File: config.mk
export PLATFORM = sky130hd
export DESIGN_NAME = i2c_bus_recover
export DESIGN_NICKNAME = d
export VERILOG_FILES = /design/src/rtl/i2cbc_pkg.sv /design/src/rtl/i2cbc_cfg.sv /design/src/rtl/i2cbc_timer.sv /design/src/rtl/i2cbc_fsm.sv /design/src/rtl/i2c_bus_recover.sv
export SDC_FILE = /design/constraint.sdc
export NUM_CORES = 1
export LEC_CHECK = 0
export BUFFER_PORTS_ARGS = -buffer_cell sky130_fd_sc_hd__buf_2
export CORE_MARGIN = 5
export CORE_UTILIZATION = 45
export DETAILED_ROUTE_END_ITERATION = 10
export GPL_ROUTABILITY_DRIVEN = 0
export SETUP_SLACK_MARGIN = 0.3
export SLEW_MARGIN = 20
export SYNTH_ARGS = -nofsm -noshare
export SYNTH_HDL_FRONTEND = slang
export SYNTH_SLANG_ARGS = --single-unit
File: constraint.sdc
create_clock -name clk -period 2.2 [get_ports clk]
set_input_delay 0.22 -clock clk [delete_from_list [all_inputs] [get_ports clk]]
set_output_delay 0.22 -clock clk [all_outputs]
set_load 0.01 [all_outputs]
File: src/rtl/i2cbc_pkg.sv
package i2cbc_pkg;
  typedef enum logic [2:0] {
    ST_IDLE  = 3'd0,
    ST_ARM   = 3'd1,
    ST_LOW   = 3'd2,
    ST_HIGH  = 3'd3,
    ST_SCLLO = 3'd4,
    ST_SDALO = 3'd5,
    ST_SCLHI = 3'd6,
    ST_SDAHI = 3'd7
  } bc_state_e;
endpackage

File: src/rtl/i2cbc_cfg.sv
module i2cbc_cfg #(
  parameter int CNT_W = 8,
  parameter int DIV_W = 8
) (
  input  logic             clk,
  input  logic             rst_n,
  input  logic             cfg_we,
  input  logic             cfg_enable,
  input  logic             cfg_stop,
  input  logic [CNT_W-1:0] cfg_pulses,
  input  logic [DIV_W-1:0] cfg_div,
  input  logic             load_req,
  input  logic             idle,
  output logic             load_pend,
  output logic             start,
  output logic             act_stop,
  output logic [CNT_W-1:0] act_pulses,
  output logic [DIV_W-1:0] act_div
);
  logic             sh_en_q, sh_stop_q;
  logic [CNT_W-1:0] sh_cnt_q;
  logic [DIV_W-1:0] sh_div_q;
  logic             pend_q, pend_d, apply;

  assign apply     = pend_q & idle;
  assign start     = apply & sh_en_q;
  assign pend_d    = load_req | (pend_q & ~apply);
  assign load_pend = pend_q;

  always_ff @(posedge clk or negedge rst_n) begin
    if (!rst_n) begin
      sh_en_q   <= 1'b0;
      sh_stop_q <= 1'b0;
      sh_cnt_q  <= '0;
      sh_div_q  <= '0;
    end else if (cfg_we) begin
      sh_en_q   <= cfg_enable;
      sh_stop_q <= cfg_stop;
      sh_cnt_q  <= cfg_pulses;
      sh_div_q  <= cfg_div;
    end
  end

  always_ff @(posedge clk or negedge rst_n) begin
    if (!rst_n) pend_q <= 1'b0;
    else        pend_q <= pend_d;
  end

  always_ff @(posedge clk or negedge rst_n) begin
    if (!rst_n) begin
      act_stop   <= 1'b0;
      act_pulses <= '0;
      act_div    <= '0;
    end else if (apply) begin
      act_stop   <= sh_stop_q;
      act_pulses <= sh_cnt_q;
      act_div    <= sh_div_q;
    end
  end
endmodule

File: src/rtl/i2cbc_timer.sv
module i2cbc_timer #(
  parameter int DIV_W = 8
) (
  input  logic             clk,
  input  logic             rst_n,
  input  logic             clr,
  input  logic [DIV_W-1:0] div,
  output logic             tick
);
  logic [DIV_W-1:0] cnt_q, cnt_d;

  assign tick = (cnt_q == div);

  always_comb begin
    if (clr || tick) cnt_d = '0;
    else             cnt_d = cnt_q + 1'b1;
  end

  always_ff @(posedge clk or negedge rst_n) begin
    if (!rst_n) cnt_q <= '0;
    else        cnt_q <= cnt_d;
  end
endmodule

File: src/rtl/i2cbc_fsm.sv
module i2cbc_fsm
  import i2cbc_pkg::*;
#(
  parameter int CNT_W = 8
) (
  input  logic             clk,
  input  logic             rst_n,
  input  logic             start,
  input  logic             act_stop,
  input  logic [CNT_W-1:0] act_pulses,
  input  logic             tick,
  input  logic             sda_in,
  input  logic             done_clr,
  output logic             idle,
  output logic             timer_clr,
  output logic             scl_oe,
  output logic             sda_oe,
  output logic             en_live,
  output logic             done_irq,
  output logic             sda_freed
);
  bc_state_e        st_q, st_d;
  logic [CNT_W-1:0] pc_q, pc_d, pc_inc;
  logic             en_d, done_set, freed_d;

  assign pc_inc    = pc_q + 1'b1;
  assign idle      = (st_q == ST_IDLE);
  assign timer_clr = (st_q == ST_IDLE) || (st_q == ST_ARM);
  assign scl_oe    = (st_q == ST_LOW) || (st_q == ST_SCLLO) || (st_q == ST_SDALO);
  assign sda_oe    = (st_q == ST_SDALO) || (st_q == ST_SCLHI);

  always_comb begin
    st_d     = st_q;
    pc_d     = pc_q;
    en_d     = en_live;
    done_set = 1'b0;
    freed_d  = sda_freed;
    unique case (st_q)
      ST_IDLE: if (start) begin
        st_d = ST_ARM;
        pc_d = '0;
        en_d = 1'b1;
      end
      ST_ARM: begin
        if (act_pulses != '0) st_d = ST_LOW;
        else if (act_stop)    st_d = ST_SCLLO;
        else begin
          st_d = ST_IDLE; done_set = 1'b1; freed_d = sda_in; en_d = 1'b0;
        end
      end
      ST_LOW: if (tick) st_d = ST_HIGH;
      ST_HIGH: if (tick) begin
        pc_d = pc_inc;
        if (sda_in || (pc_inc == act_pulses)) begin
          if (act_stop) st_d = ST_SCLLO;
          else begin
            st_d = ST_IDLE; done_set = 1'b1; freed_d = sda_in; en_d = 1'b0;
          end
        end else begin
          st_d = ST_LOW;
        end
      end
      ST_SCLLO: if (tick) st_d = ST_SDALO;
      ST_SDALO: if (tick) st_d = ST_SCLHI;
      ST_SCLHI: if (tick) st_d = ST_SDAHI;
      ST_SDAHI: if (tick) begin
        st_d = ST_IDLE; done_set = 1'b1; freed_d = sda_in; en_d = 1'b0;
      end
      default: st_d = ST_IDLE;
    endcase
  end

  always_ff @(posedge clk or negedge rst_n) begin
    if (!rst_n) begin
      st_q      <= ST_IDLE;
      pc_q      <= '0;
      en_live   <= 1'b0;
      sda_freed <= 1'b0;
      done_irq  <= 1'b0;
    end else begin
      st_q      <= st_d;
      pc_q      <= pc_d;
      en_live   <= en_d;
      sda_freed <= freed_d;
      if (done_set)      done_irq <= 1'b1;
      else if (done_clr) done_irq <= 1'b0;
    end
  end
endmodule

File: src/rtl/i2c_bus_recover.sv
module i2c_bus_recover #(
  parameter int CNT_W   = 8,
  parameter int DIV_W   = 8,
  parameter int SYNC_N  = 2
) (
  input  logic             clk,
  input  logic             rst_n,
  input  logic             cfg_we,
  input  logic             cfg_enable,
  input  logic             cfg_stop,
  input  logic [CNT_W-1:0] cfg_pulses,
  input  logic [DIV_W-1:0] cfg_div,
  input  logic             load_req,
  output logic             load_pend,
  input  logic             done_clr,
  input  logic             sda_in,
  output logic             scl_oe,
  output logic             sda_oe,
  output logic             busy,
  output logic             en_live,
  output logic             done_irq,
  output logic             sda_freed
);
  localparam int SYNC_MSB = SYNC_N - 1;

  logic [SYNC_MSB:0] rst_sync_q;
  logic              rst_n_s;
  logic              idle, start, tick, timer_clr, act_stop;
  logic [CNT_W-1:0]  act_pulses;
  logic [DIV_W-1:0]  act_div;

  generate
    if (SYNC_N > 1) begin : g_sync_chain
      always_ff @(posedge clk or negedge rst_n) begin
        if (!rst_n) rst_sync_q <= '0;
        else        rst_sync_q <= {rst_sync_q[SYNC_MSB-1:0], 1'b1};
      end
    end else begin : g_sync_one
      always_ff @(posedge clk or negedge rst_n) begin
        if (!rst_n) rst_sync_q <= '0;
        else        rst_sync_q <= 1'b1;
      end
    end
  endgenerate

  assign rst_n_s = rst_sync_q[SYNC_MSB];
  assign busy    = ~idle;

  i2cbc_cfg #(.CNT_W(CNT_W), .DIV_W(DIV_W)) u_cfg (
    .clk(clk), .rst_n(rst_n_s),
    .cfg_we(cfg_we), .cfg_enable(cfg_enable), .cfg_stop(cfg_stop),
    .cfg_pulses(cfg_pulses), .cfg_div(cfg_div),
    .load_req(load_req), .idle(idle), .load_pend(load_pend), .start(start),
    .act_stop(act_stop), .act_pulses(act_pulses), .act_div(act_div)
  );

  i2cbc_timer #(.DIV_W(DIV_W)) u_timer (
    .clk(clk), .rst_n(rst_n_s), .clr(timer_clr), .div(act_div), .tick(tick)
  );

  i2cbc_fsm #(.CNT_W(CNT_W)) u_fsm (
    .clk(clk), .rst_n(rst_n_s), .start(start), .act_stop(act_stop),
    .act_pulses(act_pulses), .tick(tick), .sda_in(sda_in), .done_clr(done_clr),
    .idle(idle), .timer_clr(timer_clr), .scl_oe(scl_oe), .sda_oe(sda_oe),
    .en_live(en_live), .done_irq(done_irq), .sda_freed(sda_freed)
  );
endmodule

==> results of run 1 <==
[power by group through the flow]
| stage | clock [mW] | sequential (mW) | combinational, mW |
|---|---|---|---|
| 2_1_floorplan | 0 | 1.61 | 1.06 |
| 3_3_place_gp | 0 | 1.68 | 1.41 |
| 3_5_place_dp | 0 | 1.69 | 1.44 |
| 4_1_cts | 1.07 | 1.67 | 1.46 |
| 5_1_grt | 1.11 | 1.72 | 1.68 |
| 6_report | 1.04 | 1.67 | 1.52 |
[layout make-up]
class                   count  area share
flip-flops and latches     60       0.414
multi-input cells         192       0.407
repair buffers             50      0.0899
clock buffers              11      0.0415
well taps                  77      0.0264
clock inverters             5      0.0165
inverters                   5     0.00515
[synthesized netlist by cell type, drive strengths merged (2+ instances only)]
library cell,n
a311oi,2
ha,2
nand3,13
o311ai,2
a2bb2oi,3
nor2,20
dfrtp,60
clkbuf,5
a21oi,11
mux2,35
nand3b,2
a31oi,3
inv,5
o21ai,17
nor2b,2
o41ai,4
nand2b,8
nand4,4
xnor2,3
nor3,3
nand2,15
mux2i,2
a21o,3
xor2,16
and3,3
buf,5
and2,2
nor4,4
[worst paths after layout]
kind	start	to	slack, ns	depth (start not counted)
hold / removal	load_req	u_cfg.load_pend	0.06	2
hold reg to reg	rst_sync_q[1]	u_cfg.act_pulses[0]	0.24	0
setup / recovery	u_fsm.pc_q[1]	u_fsm.st_q[2]	0.15	7
min in group asynchronous	rst_n	rst_sync_q[0]	0.19	2
setup reg to reg	u_fsm.pc_q[1]	u_fsm.st_q[2]	0.15	7
max in group asynchronous	rst_sync_q[1]	u_timer.cnt_q[0]	1.38	1
[cells by family (layout without fill, tap and decap cells)]
logic type | Yosys count | in the layout | share of synthesized area
and+or+nand+nor | 79 | 79 | 0.142
DFF | 60 | 60 | 0.505
buffers and inverters | 15 | 71 | 0.0227
muxes | 37 | 37 | 0.139
xor gates and xnor gates | 19 | 19 | 0.0560
other | 1 | 1 | 0.00126
adders and majority gates | 2 | 2 | 0.00842
AOI/OAI and AO/OA | 54 | 54 | 0.125
[sequential cells by signal (all words and copies together) (netlist names)]
name and flops:
u_cfg.act_div 8, rst_sync_q 2, u_fsm.sda_freed 1, u_fsm.st_q 3, u_cfg.sh_en_q 1, u_cfg.sh_div_q 8
u_cfg.sh_stop_q 1, u_cfg.act_stop 1, u_cfg.act_pulses 8, u_fsm.en_live 1, u_cfg.load_pend 1, u_cfg.sh_cnt_q 8
u_fsm.done_irq 1, u_timer.cnt_q 8, u_fsm.pc_q 8
[worst max-delay path: cells and delay by family, from the launching register on]
| kind | cells | cell delay [ns] |
|---|---|---|
| AOI/OAI and AO/OA | 3 | 0.66 |
| xor gates and xnor gates | 1 | 0.13 |
| adders and majority gates | 1 | 0.25 |
| DFF | 1 | 0.45 |
| and+or+nand+nor | 2 | 0.48 |
[per-stage QoR]
| stage | utilization | power [mW] | cells | hold WS, ns |
|---|---|---|---|---|
| floorplan | - | 2.66 | 267 | -0.0756 |
| finish | 0.571 | 4.23 | 400 | 0.0588 |
| global route | 0.571 | 4.52 | 400 | 0.0468 |
| CTS | 0.559 | 4.20 | 396 | 0.0480 |
| detailed placement | 0.523 | 3.13 | 379 | 0.00869 |
| global placement | 0.523 | 3.10 | 379 | 0.00592 |
[routing by layer]
| layer | vias up | GRT usage |
|---|---|---|
| met1 | 1099 | 0.205 |
| met4 | 0 | 0.0623 |
| met2 | 40 | 0.236 |
| li1 | 1072 | - |
| met5 | - | 0 |
| met3 | 11 | 0.0388 |
[timing repair]
item / 4_1_cts / 5_1_grt
endpoints found under the hold margin: 2 / 0
pin swaps: 0 / 4
endpoints found under the setup margin: 3 / 9
setup buffers: 0 / 4
hold buffers: 1 / 0
resized for setup: 2 / 12
==> impl_results.md, run 1 <==
- Status: finished, final reports clean
- Final number of max-transition violations: 0
- Remaining antenna violation count after routing: 0
- Slack of the critical path: 0.151 ns
- Detailed Routing Iterations Pass 1: 4
- Sequence of cells on the critical path: ha_4, xor2_1, a311oi_1, o221a_2, nand4_4, or3b_1, a31oi_1
- Post-synthesis net count: 293
- Unrepaired setup endpoints after global routing: true
- Met3 routed wirelength: between 200 and 250 um
- Share of flip-flops with an asynchronous set or reset: 1.00
- Cell taking the most area after synthesis: dfrtp_1
- Combined area of all synthesized cells: 2970 um2
- Number of warning messages in the yosys log: 0
- Clock insertion delay at the later pin of the skew report: 0.34 ns
- Worst-case clock skew: 0.00558 ns
- Met2 WL post-DR: roughly 2800 um
- Height of the chip: 91.2 um
- Clock-pin slew on the worst setup and hold paths: 0.07 ns
- Worst endpoint data arrival time: 2.31 ns
- Initial antenna violation count: 0
- Fraction of power spent switching nets: 0.350
- Largest net degree at the start of global routing: 38
- Number of flops mapped to enable cells by yosys: 0
- Nets: between 300 and 400
- Fraction of power consumed by the clock network: 0.245
- Highest cell delay on the worst timing path: about 0.45 ns
- Hold Fails Final Rpt: 0
- DR WL/cell: 14.9 um
- Pint: 2.75 mW
- Crit Path Max Fanout: 5
- Final-layout fill cell count: between 500 and 600
- GRT overflow: 0
- WL met1: 2830 um
- Power density over the cells: 1160 nW/um2
- Portion of the clock cycle consumed by the worst path in the final layout: 0.931
- Switching component of the power: 1.48 mW
- Dominant synthesized flop cell: dfrtp_1
- Worst ir drop on vdd: 0.559 mV
- Clock period minus worst slack: 2.05 ns
- Count of input and output buffers: 30
- Setup slack at placement: ~0.12 ns
- Standard-cell row count: 29
- Clock Tree Root: clkbuf_8
- Gr usage total: 0.153
- Share of final-layout standard cells stronger than drive strength 1: 0.381
- Setup total negative slack: 0 ns
- Critical path's slowest cell: dfrtp_2
- Width of the die: 91.2 um
- Commonest non-fill, non-tap cell in the layout: dfrtp_1
- Worst rel slew slack: 0.661
- Sequential fraction of design power: 0.395
- Multi-input logic area: 1480 um2
- Placed instance area: 3340 um2
- Kind of end point of the critical path: flip-flop
- Combinational power share: 0.359
- Post-layout instance area: roughly 3600 um2
- WS Path Type: reg -> reg
- Hold Path Class: in -> reg
- Clock net sink count: 60
- Initial drt markers: 104
- Measured slew at the worst slew-check pin: 0.509 ns
- Static leakage: 1.57 nW
- Fmax: 488 MHz
- Detailed-route via count: ~2,200
- Global-route wire length before repair: 10,200 um
- Antenna cells: 0
- Most used cells in the layout excluding fill and tap cells: 55 x dfrtp_1, 35 x mux2_2, 30 x buf_2, 20 x nor2_1, 17 x buf_4
- Data required time at the worst endpoint: 2.46 ns
- Relative area change from synthesis to final layout: 22.7%
- Number of buffers created by CTS: 9
- Maximum buffer depth of the clock tree: 2
- Startpoint types: flip-flop
- Initial Utilization: 0.465
- Number of global-route vias before repair: 2,096
- Routed wire length: 5980 um
- Clock tree from TritonCTS: done
- Max-cap violations: 0
- Storage element area: 1510 um2
- Top post-synthesis cells by area: dfrtp_1 51%, mux2_2 13%, xor2_1 4.7%
- Final Setup Violations: 0
- Number of remaining DRC errors: 0
- HPWL reported at the end of detailed placement: 4260 um
- Mean instance size in the synthesized netlist: 11.1 um2
- Share of the synthesized area in the top cell type: 0.505
- Avg Vias per Cell: 5.56
- Number of H-tree levels: 3
- Boundary Pins: 31
- Netlist cell types: 51
- Floorplan die area: 8330 um2
- Core area: 6390 um2
- Register bit total from synthesis: 60
- Top routing layer in use: met4
- Synth Instances: 267
- Post-synthesis sequential area ratio: 0.505
Power figures use the tool's default switching activity.
==> run 2, diff against run 1 <==
--- a/config.mk
+++ b/config.mk
@@ -8,2 +8,4 @@
 export BUFFER_PORTS_ARGS = -buffer_cell sky130_fd_sc_hd__buf_2
+export CELL_PAD_IN_SITES_DETAIL_PLACEMENT = 1
+export CELL_PAD_IN_SITES_GLOBAL_PLACEMENT = 1
 export CORE_MARGIN = 5
@@ -12,2 +14,3 @@
 export GPL_ROUTABILITY_DRIVEN = 0
+export PLACE_DENSITY_LB_ADDON = 0.1
 export SETUP_SLACK_MARGIN = 0.3
==> constraint.sdc (replaced) <==
create_clock -name clk -period 2.2 [get_ports clk]
set_input_delay 0.11 -clock clk [delete_from_list [all_inputs] [get_ports clk]]
set_output_delay 0.11 -clock clk [all_outputs]
set_load 0.01 [all_outputs]
==> run 2 against run 1 <==
Against the previous run: global-route usage up 3.8 points; largest power group unchanged; count of clock-buffer cells in the layout down 2; sequential share of layout area down 1.2 points; first-iteration DRC count down 47%; critical path depth down 1; highest routed layer unchanged; wire length up 24%.
==> impl_results.md, run 2 (same netlist as run 1, synthesis figures left out) <==
- HPWL reported at the end of detailed placement: 5020 um (+18%)
- Initial antenna violation count: 0 (unchanged)
- Share of final-layout standard cells stronger than drive strength 1: 0.368 (-0.0132)
- Tightest hold margin: 0.0155 ns (-0.0433 ns)
- Final Setup Violations: 0 (unchanged)
- Status: finished, final reports clean
- Antenna cells: 0 (unchanged)
- Worst rel slew slack: 0.573 (-0.0880)
- Clock net sink count: 60 (unchanged)
- Remaining antenna violation count after routing: 0 (unchanged)
- Worst endpoint data arrival time: 2.30 ns (about the same)
- Measured slew at the worst slew-check pin: 0.641 ns (+0.132 ns)
- Final-layout fill cell count: 715 (+31%)
- Core area: 6390 um2 (unchanged)
- Reg-to-Reg Start: u_fsm.pc_q[2]
- Crit Path Max Fanout: 8 (+3)
- Number of global-route vias before repair: 2,487 (+19%)
- Gr usage total: 0.191 (+0.0379)
- Nets: 361 (+4.9%)
- Clock Tree Root: clkbuf_8
- Power density over the cells: 1100 nW/um2 (-5.2%)
- Commonest non-fill, non-tap cell in the layout: dfrtp_1
- Kind of end point of the critical path: flip-flop
- Maximum buffer depth of the clock tree: 2 (unchanged)
- Startpoint types: flip-flop
- Clock period minus worst slack: 2.04 ns (-0.0123 ns)
- Standard-cell row count: 29 (unchanged)
- Hold Fails Final Rpt: 0 (unchanged)
- GRT overflow: 0 (unchanged)
- Number of buffers created by CTS: 9 (unchanged)
- Startpoint of the lowest-slack hold path: cfg_stop
- Detailed-route via count: 2,313 (+4.1%)
- Length in cells of the worst reg-to-reg path: 6 (-1)
- Setup total negative slack: 0 ns (unchanged)
- Global-route wire length before repair: 12,500 um (+22%)
- Critical path startpoint: u_fsm.pc_q[2]
- Timing endpoint of the critical path: u_fsm.st_q[2]
- Slack of the worst reg-to-reg path: 0.16 ns (about the same)
- Detailed Routing Iterations Pass 1: 4 (unchanged)
- Unrepaired setup endpoints after global routing: true
- Height of the chip: 91.2 um (unchanged)
- Routed wire length: 7390 um (+24%)
- Number of H-tree levels: 3 (unchanged)
- Number of remaining DRC errors: 0 (unchanged)
- Width of the die: 91.2 um (unchanged)
- Portion of the clock cycle consumed by the worst path in the final layout: 0.926 (-0.00559)
- Worst-case clock skew: 0.0107 ns (+0.00508 ns)
- Final Instance Count excl. Fillers: 417 (+4.3%)
- Hold Path Class: in -> reg
- DR WL/cell: 17.7 um (+19%)
- Initial drt markers: 55 (-47%)
- Clock-pin slew on the worst setup and hold paths: 0.07 ns (about the same)
- Data required time at the worst endpoint: 2.46 ns (about the same)
- Boundary Pins: 31 (unchanged)
- Largest net degree at the start of global routing: 33 (-13%)
- Fmax: 491 MHz (+0.60%)
- Initial Utilization: 0.465 (unchanged)
- WS Path Type: reg -> reg
- Avg Vias per Cell: 5.55 (-0.15%)
- Final number of max-transition violations: 0 (unchanged)
- Cell Count Post-Placement: 378 (-0.26%)
- Final total power: 4.13 mW (-2.3%)
- Relative area change from synthesis to final layout: 26.5%
- Floorplan die area: 8330 um2 (unchanged)
- Endpoint of the most critical register-to-register path: u_fsm.st_q[2]
- Clock insertion delay at the later pin of the skew report: 0.33 ns (about the same)
- Count of input and output buffers: 30 (unchanged)
- Max-cap violations: 0 (unchanged)
- Most used cells in the layout excluding fill and tap cells: 56 x dfrtp_1, 35 x mux2_2, 30 x buf_2, 20 x nor2_1, 20 x buf_4
- Static leakage: 1.63 nW (+3.9%)
- Clock tree from TritonCTS: done
- Worst ir drop on vdd: 0.595 mV (+6.5%)
[run 2: layout make-up]
cell class,count,area (um2),share of cell area
flip-flops and latches,60,1510,0.401
multi-input cells,192,1480,0.393
repair buffers,67,490,0.131
clock buffers,9,124,0.0330
well taps,77,96.3,0.0256
clock inverters,7,43.8,0.0117
inverters,5,18.8,0.00500
[run 2: worst min-delay path by stage]
stage                         to  slack [ns]  cells after the start
2_1_floorplan      rst_sync_q[0]       -0.19                      0
3_3_place_gp       rst_sync_q[0]       -0.11                      1
3_5_place_dp       rst_sync_q[0]       -0.10                      1
4_1_cts        u_cfg.sh_div_q[2]      0.0006                      2
5_1_grt        u_cfg.sh_div_q[1]       0.009                      2
6_report         u_cfg.sh_stop_q        0.02                      2
[run 2: layer usage]
| layer | track usage | up-vias | routed length, um |
|---|---|---|---|
| met5 | 0 | - | 0 |
| met4 | 0.0807 | 0 | 85 |
| met3 | 0.0339 | 7 | 177 |
| met2 | 0.328 | 35 | 3930 |
| met1 | 0.234 | 1172 | 3200 |
| li1 | - | 1099 | - |
[run 2: stage by stage]
| step | area, um2 | worst slack, ns | utilization |
|---|---|---|---|
| after floorplan | 3000 | 0.277 | - |
| after global placement | 3330 | 0.175 | 0.521 |
| after detailed placement | 3330 | 0.140 | 0.521 |
| after CTS | 3720 | 0.174 | 0.583 |
| after global routing | 3760 | 0.0316 | 0.588 |
| final | 3760 | 0.163 | 0.588 |
[run 2: what timing repair did]
action | 4_1_cts | 5_1_grt
endpoints found under the hold margin | 16 | 0
buffers inserted | 7 | 1
hold buffers | 15 | 0
endpoints found under the setup margin | 4 | 9
pin swaps | 2 | 2
gates resized for setup | 5 | 6
[run 2: power by group]
group          internal, mW  switching [mW]  leakage, nW  total (mW)
clock                 0.401           0.443       0.0848       0.844
combinational         0.803           0.795        0.816        1.60
sequential             1.38           0.305        0.725        1.69
total                  2.59            1.54         1.63        4.13
[run 2: critical path, cell delays in order, from the launching register on]
cell and delay (ns):
dfrtp_1 0.51, and3_2 0.31, a21oi_1 0.08, o41ai_4 0.37
nand4_4 0.17, or3b_1 0.38, a31oi_1 0.16
